File: src/rtl/oc_channel.sv
module oc_channel #(
  parameter int CNT_W = 16
) (
  input  logic             clk,
  input  logic             rst,
  input  logic             cnt_tick,
  input  logic [CNT_W-1:0] cnt_val,
  input  logic             ext_clr,
  input  logic             ctl_we,
  input  logic [7:0]       ctl_wdata,
  input  logic             cmp_we,
  input  logic [CNT_W-1:0] cmp_wdata,
  input  logic             in_a,
  input  logic             in_b,
  input  logic             in_trig,
  input  logic             trig_ok,
  output logic [7:0]       ctl_rdata,
  output logic [CNT_W-1:0] cmp_rdata,
  output logic             oc_ref,
  output logic             oc_out,
  output logic             chan_in
);

  logic             en, pol, clr_en;
  logic [1:0]       dir;
  logic [2:0]       code;
  logic [CNT_W-1:0] cmp;

  always_ff @(posedge clk) begin
    if (rst) begin
      en     <= 1'b0;
      pol    <= 1'b0;
      dir    <= 2'b00;
      code   <= 3'b000;
      clr_en <= 1'b0;
      cmp    <= '0;
    end else begin
      if (ctl_we) begin
        en     <= ctl_wdata[0];
        pol    <= ctl_wdata[1];
        if (!en) dir <= ctl_wdata[3:2];
        code   <= ctl_wdata[6:4];
        clr_en <= ctl_wdata[7];
      end
      if (cmp_we) cmp <= cmp_wdata;
    end
  end

  assign ctl_rdata = {clr_en, code, dir, pol, en};
  assign cmp_rdata = cmp;

  logic hit, clr_act;
  assign hit     = cnt_tick && (cnt_val == cmp);
  assign clr_act = clr_en && ext_clr;

  always_ff @(posedge clk) begin
    if (rst)          oc_ref <= 1'b0;
    else if (clr_act) oc_ref <= 1'b0;
    else begin
      case (code)
        3'b001:  if (hit) oc_ref <= 1'b1;
        3'b010:  if (hit) oc_ref <= 1'b0;
        3'b011:  if (hit) oc_ref <= ~oc_ref;
        3'b100:  oc_ref <= 1'b0;
        3'b101:  oc_ref <= 1'b1;
        default: ;
      endcase
    end
  end

  assign oc_out = (dir == 2'b00 && en) ? (oc_ref ^ pol) : pol;

  always_comb begin
    case (dir)
      2'b01:   chan_in = in_a;
      2'b10:   chan_in = in_b;
      2'b11:   chan_in = trig_ok & in_trig;
      default: chan_in = 1'b0;
    endcase
  end

  AST_RST_CLEARS: assert property (@(posedge clk) rst |=> (oc_ref == 1'b0 && ctl_rdata == 8'h00));
  AST_HOLD_STABLE: assert property (@(posedge clk) disable iff (rst)
    ((code == 3'b000 || code[2:1] == 2'b11) && !clr_act) |=> $stable(oc_ref));
  AST_SET_ON_HIT: assert property (@(posedge clk) disable iff (rst)
    (code == 3'b001 && hit && !clr_act) |=> oc_ref);
  AST_CLR_ON_HIT: assert property (@(posedge clk) disable iff (rst)
    (code == 3'b010 && hit) |=> !oc_ref);
  AST_TOGGLE_HIT: assert property (@(posedge clk) disable iff (rst)
    (code == 3'b011 && hit && !clr_act) |=> (oc_ref != $past(oc_ref)));
  AST_FORCE_HIGH: assert property (@(posedge clk) disable iff (rst)
    (code == 3'b101 && !clr_act) |=> oc_ref);
  AST_FORCE_LOW: assert property (@(posedge clk) disable iff (rst)
    (code == 3'b100) |=> !oc_ref);
  AST_NO_HIT_HOLD: assert property (@(posedge clk) disable iff (rst)
    (!hit && !clr_act && (code == 3'b001 || code == 3'b010 || code == 3'b011)) |=> $stable(oc_ref));
  AST_EXT_CLEAR: assert property (@(posedge clk) disable iff (rst) clr_act |=> !oc_ref);
  AST_DIR_LOCK: assert property (@(posedge clk) disable iff (rst)
    (en && ctl_we) |=> $stable(ctl_rdata[3:2]));

endmodule

File: config.mk
export PLATFORM = sky130hd
export DESIGN_NAME = oc_channel
export DESIGN_NICKNAME = d
export VERILOG_FILES = /design/src/rtl/oc_channel.sv
export SDC_FILE = /design/constraint.sdc
export NUM_CORES = 1
export LEC_CHECK = 0
export BUFFER_PORTS_ARGS = -buffer_cell sky130_fd_sc_hd__buf_2
export CAP_MARGIN = 20
export CORE_MARGIN = 3
export CORE_UTILIZATION = 45
export CTS_CLUSTER_SIZE = 12
export DETAILED_ROUTE_END_ITERATION = 6
export GPL_ROUTABILITY_DRIVEN = 0
export PLACE_DENSITY_LB_ADDON = 0.2
export SETUP_SLACK_MARGIN = 0.5
export SLEW_MARGIN = 20
export SYNTH_ARGS = -nofsm -noshare
export SYNTH_HDL_FRONTEND = slang
export SYNTH_SLANG_ARGS = --single-unit
export TNS_END_PERCENT = 100
File: constraint.sdc
create_clock -name clk -period 3.4 [get_ports clk]
set_input_delay 0 -clock clk [delete_from_list [all_inputs] [get_ports clk]]
set_output_delay 0 -clock clk [all_outputs]
set_load 0.02 [all_outputs]
=== After elaboration in Yosys (flattened, before gate mapping) ===
Cells that the tools add are included.

* Register bits after elaboration: 25
* Word-level logic and storage cells: 37
* Output and inout port bits: 27
* Input bits: 50

* Equality and inequality tests: 12
* Reductions and logical operators: 8
* Bitwise gates (word level): 4
* Muxes and demuxes: 6

{| class="wikitable"
|+ Operator list
! kind !! count
|-
| equality test 16 bit || 1
|-
| equality test 3 x 2 -> 1 bit (second input constant) || 2
|-
| equality test 3 bit (second input constant) || 2
|-
| inequality test 2 bit (second input constant) || 3
|-
| case mux 1 bit (5 select lines) || 1
|-
| nonzero test 5 bit || 1
|-
| equality test 2 bit (second input constant) || 2
|-
| two-way mux 1 bit || 4
|-
| AND reduction 4 bit || 1
|-
| equality test 3 x 1 -> 1 bit (second input constant) || 1
|-
| logical AND 1 bit || 3
|-
| case mux 1 bit (3 select lines) || 1
|-
| equality test 2 x 1 -> 1 bit (second input constant) || 1
|-
| logical NOT 2 bit || 1
|-
| NOT 1 bit || 2
|-
| AND reduction 2 bit || 1
|-
| OR reduction 2 bit || 1
|-
| bitwise AND 1 bit || 1
|-
| bitwise XOR 1 bit || 1
|}

=== Logic depth before layout (Yosys ltp) ===
* Depth in word-level cells: 4
* Gate-level depth with buffers: 5
* Mapped depth without buffers: 5

=== Least setup slack after synthesis ===
OpenSTA, ideal clock, no wires.

* Path type: flip-flop to flip-flop
* From: register cmp[9], in the netlist cmp_rdata[9]
* To: register oc_ref
* Buffers on the path: 0
* Slack: 1.714 ns
* Arrival time: 1.559 ns
* Stages on the path, launching flop included: 6
* Library setup time: 0.127 ns
* Required time: 3.273 ns
* Clock period less this slack: 1.686 ns
* Cell sequence: dfxtp_1 > xnor2_1 > nand2_1 > or4b_1 > o41ai_1 > nor3b_1

* Cells in the longest elaborated chain, start to end: 4
* Elaborated cells between the ends (all ways): 6
* Classes of those cells: eq/ne (4); reduce/logical (2)

{| class="wikitable"
|+ Ends and longest elaborated chain
! what !! line !! text
|-
| start: declaration || 27 || <nowiki>logic [CNT_W-1:0] cmp;</nowiki>
|-
| start signal: assignment || 45 || <nowiki>if (cmp_we) cmp <= cmp_wdata;</nowiki>
|-
| equality test 16 bit * || 53 || <nowiki>assign hit = cnt_tick && (cnt_val == cmp);</nowiki>
|-
| logical AND 1 bit * || 53 ||
|-
| inequality test 2 bit (no line) || -- ||
|-
| AND reduction 4 bit (no line) * || -- ||
|-
| end signal: assignment || 63 || <nowiki>3'b011: if (hit) oc_ref <= ~oc_ref;</nowiki>
|-
| end: declaration || 19 || <nowiki>output logic oc_ref,</nowiki>
|}

Every way passes the cells marked *; elsewhere a longest branch is shown, timed or not.
A chain may end at the register's enable or synchronous reset.

=== Worst setup path after layout ===
* From: register code[2]
* To: register oc_ref

* Cells in the longest elaborated chain, start to end: 3
* Elaborated cells between the ends (all ways): 11
* Classes of those cells: eq/ne (8); mux (1); reduce/logical (2)

{| class="wikitable"
|+ Ends and longest elaborated chain
! what !! line !! text
|-
| start: declaration || 26 || <nowiki>logic [2:0] code;</nowiki>
|-
| start signal: assignment || 42 || <nowiki>code <= ctl_wdata[6:4];</nowiki>
|-
| equality test 3 x 2 -> 1 bit (tied with other cells) || 60 || <nowiki>case (code)</nowiki>
|-
| nonzero test 5 bit (no line) or inequality test 2 bit (tied branches) || -- ||
|-
| AND reduction 4 bit (no line) || -- ||
|}

Parallel ways exist; a longest one is shown, timed or not.

==> flow_summary.json <==
{
  "timing.final.crit_share_pct": 50.1,
  "synth-seq-cells": 25,
  "synthAdderAreaFrac_pct": 0,
  "syn_area_per_cell_um2": 9.30,
  "cp_slowest_stage_delay_ps": 490,
  "groute.usage.overall_pct": 21.7,
  "relSlewSlack_pct": 68.4,
  "r2r_cells": 5,
  "skew_ps": 1.55,
  "p_seq_share_pct": 52.0,
  "p_sw_share_pct": 29.7,
  "internal_power_mw": 0.445,
  "clock_sinks": 25,
  "maxCapViolCount": 0,
  "synth_mux_area_share_pct": 20.2,
  "cp_slowest_cell": "or4b_1",
  "cts_root_buf": "clkbuf_4",
  "grt_antenna_before_repair": 0,
  "min_period_ps": 1700,
  "synthTopCellsByArea": "dfxtp_1 (40%), mux2i_1 (20%), xnor2_1 (11%), nor2_1 (7.6%), nand4_1 (2.5%)",
  "routed_wl_mm": 3.49,
  "ir_drop_uv": 307,
  "synth-async-reset-ratio_pct": 0,
  "whs_path_depth": 3,
  "status": "finished clean",
  "coreArea_um2": 2540,
  "critical_path_class": "register to register",
  "drt-wirelength-per-cell_um": 13.5,
  "synth_cell_types": 26,
  "cts-resized-gates": 0,
  "drive_gt1_share_pct": 34.5,
  "grt_pass1_wl_mm": 5.80,
  "grt_pass1_vias": 1332,
  "r2r_start": "code[2]$_SDFFE_PP0P_",
  "clkPwrFrac_pct": 20.9,
  "start_util_pct": 48.6,
  "fp-row-count": 18,
  "first_pass_iters": 4,
  "hold_class": "primary input to register",
  "cp.arrival_ps": 1920,
  "critPathLaunchType": "register",
  "p_per_area_nw_per_um2": 336,
  "yosys.area_share.xor_xnor_pct": 12.0,
  "clk_latency_ps": 310,
  "rrSetupSlack_ps": 1700,
  "required_ps": 3610,
  "cts_tree": "yes",
  "post-place-cells": 230,
  "gr-total-overflow": 0,
  "fmax_mhz": 587,
  "synth_commonest_cells": "dfxtp_1 (25), mux2i_1 (25), nor2_1 (25)",
  "synth_fp_nets": 183,
  "drtIter0Drc": 21,
  "tightest_slew_ps": 474,
  "synth_top_family_by_area": "multiplexers",
  "synth_top_area_cell": "dfxtp_1",
  "tns_ps": 0,
  "final_antenna_net_count": 0,
  "drcViolationCount": 0,
  "critPathBufInv": 0,
  "grt_max_degree": 26,
  "cp-end-kind": "register",
  "io_pins": 77,
  "cts_max_level": 1,
  "cp_max_fo": 6,
  "rsz0062_at_grt": "no",
  "path_cells": "nor2b_1 -> o2111ai_1 -> or4b_1 -> o41ai_1 -> nor3b_1",
  "p_leak_nw": 0.925,
  "setup_violations": 0,
  "synth_simple_gate_area_share_pct": 18.2,
  "syn_to_final_growth_pct": 52.4,
  "hp-start": "ctl_we",
  "clk_pin_slew_ps": 130,
  "path_delay_family": "simple AND/OR/NAND/NOR gates",
  "yosysTopAreaCellShare_pct": 40.4,
  "die_w_um": 58.4,
  "via_count": 1281,
  "worstReg2RegEnd": "oc_ref$_SDFFE_PP0P_",
  "p_switching_mw": 0.188,
  "whs_endpoint": "code[1]$_SDFFE_PP0P_",
  "power_frac_comb_pct": 27.1,
  "final_hold_viol_count": 0,
  "die_height_um": 58.4,
  "yosys_warnings": 0,
  "syn-cell-area_um2": 1240,
  "synth_edf_count": 0,
  "synth_flop_cell": "dfxtp_1",
  "startpoint": "code[2]$_SDFFE_PP0P_",
  "portBuffers": 76,
  "final_cell_count_no_fill": 259,
  "report.final.slew_viol_count": 0,
  "dp_hpwl_mm": 2.44,
  "numCtsBuffers": 3,
  "syn_inst": 133,
  "synth_compound_area_share_pct": 4.75,
  "dieArea_um2": 3420,
  "antennaDiodeCount": 0,
  "synth_seq_area_share_pct": 40.4,
  "clock_path_buffers": 2,
  "layout.nets": 280,
  "drt-vias-per-instance": 4.95,
  "fillCellCount": 193
}
==> cell type report <==
cell class	instances	area (um^2)	share of cell area, %
clock buffer	4	26.3	1.39
tap	30	37.5	1.99
sequential	25	500	26.5
multi-input combinational	97	683	36.2
inverter	2	7.51	0.398
timing repair buffer	101	631	33.4
==> placed cells by master (no fill, tap or decap) <==
cell type	n
xor2_1	2
o41ai_1	1
mux2i_1	25
nor2b_1	2
xnor2_1	15
nor3b_1	1
or4b_1	1
nor4_1	1
inv_1	2
o21ai_0	2
nand3_1	2
dlygate4sd3_1	25
or3_1	1
nand2b_1	3
nor4bb_1	1
o2111ai_1	1
o21bai_1	1
dfxtp_1	25
clkbuf_4	3
nor2_1	25
o211ai_1	1
buf_2	76
a221oi_1	1
a211oi_1	1
clkbuf_1	1
nand4_1	5
nand2_1	5
==> per-stage QoR <==
| step | total power [mW] | worst slack [ps] | cell area (um^2) | util [%] | hold slack, ps |
|---|---|---|---|---|---|
| floorplan | 0.427 | 1710 | 1240 | - | 147 |
| global placement | 0.480 | 1800 | 1610 | 63.2 | 234 |
| detailed placement | 0.484 | 1720 | 1610 | 63.2 | 245 |
| CTS | 0.639 | 1700 | 1890 | 74.1 | 66.7 |
| global route | 0.670 | 1580 | 1890 | 74.1 | 91.6 |
| finish | 0.634 | 1700 | 1890 | 74.1 | 77.5 |
==> per-layer routing <==
metal / GRT usage, % / wire (um) / vias up
met5: 0 / 0 / -
met4: 6.95 / 45 / 0
met3: 2.85 / 220 / 6
met2: 40.8 / 1790 / 50
met1: 25.1 / 1430 / 582
li1: - / - / 643
==> logic make-up after synthesis <==
| family | after synthesis |
|---|---|
| buffers and inverters | 11 |
| and+or+nand+nor | 47 |
| muxes | 25 |
| xor gates and xnor gates | 17 |
| AOI/OAI and AO/OA | 8 |
| DFF | 25 |
==> worst max path at each step <==
| stage | slack (ps) | cells after the start | end |
|---|---|---|---|
| 6_report | 1700 | 5 | oc_ref$_SDFFE_PP0P_ |
| 5_1_grt | 1580 | 5 | oc_ref$_SDFFE_PP0P_ |
| 4_1_cts | 1700 | 5 | oc_ref$_SDFFE_PP0P_ |
| 3_5_place_dp | 1720 | 5 | oc_ref$_SDFFE_PP0P_ |
| 3_3_place_gp | 1800 | 5 | oc_ref$_SDFFE_PP0P_ |
| 2_1_floorplan | 1710 | 5 | oc_ref$_SDFFE_PP0P_ |
==> worst reg2reg max path, stage by stage, from the launching register on <==
cell	delay [ps]
dfxtp_1	390
nor2b_1	180
o2111ai_1	120
or4b_1	490
o41ai_1	350
nor3b_1	80
==> power by group through the flow <==
stage	clock, mW	sequential, mW	combinational, mW
2_1_floorplan	0	0.352	0.0751
3_3_place_gp	0	0.333	0.146
3_5_place_dp	0	0.335	0.149
4_1_cts	0.138	0.329	0.172
5_1_grt	0.149	0.333	0.188
6_report	0.132	0.329	0.172
==> registers in the layout, summed over array words and instances (netlist names) <==
signal and count:
dir 2, en 1, oc_ref 1, clr_en 1
code 3, pol 1, cmp_rdata 16
==> repair_timing <==
action	CTS	global route
setup buffers	0	0
hold buffers	25	0
endpoints found under the hold margin	25	0
Power figures use the tool's default switching activity.
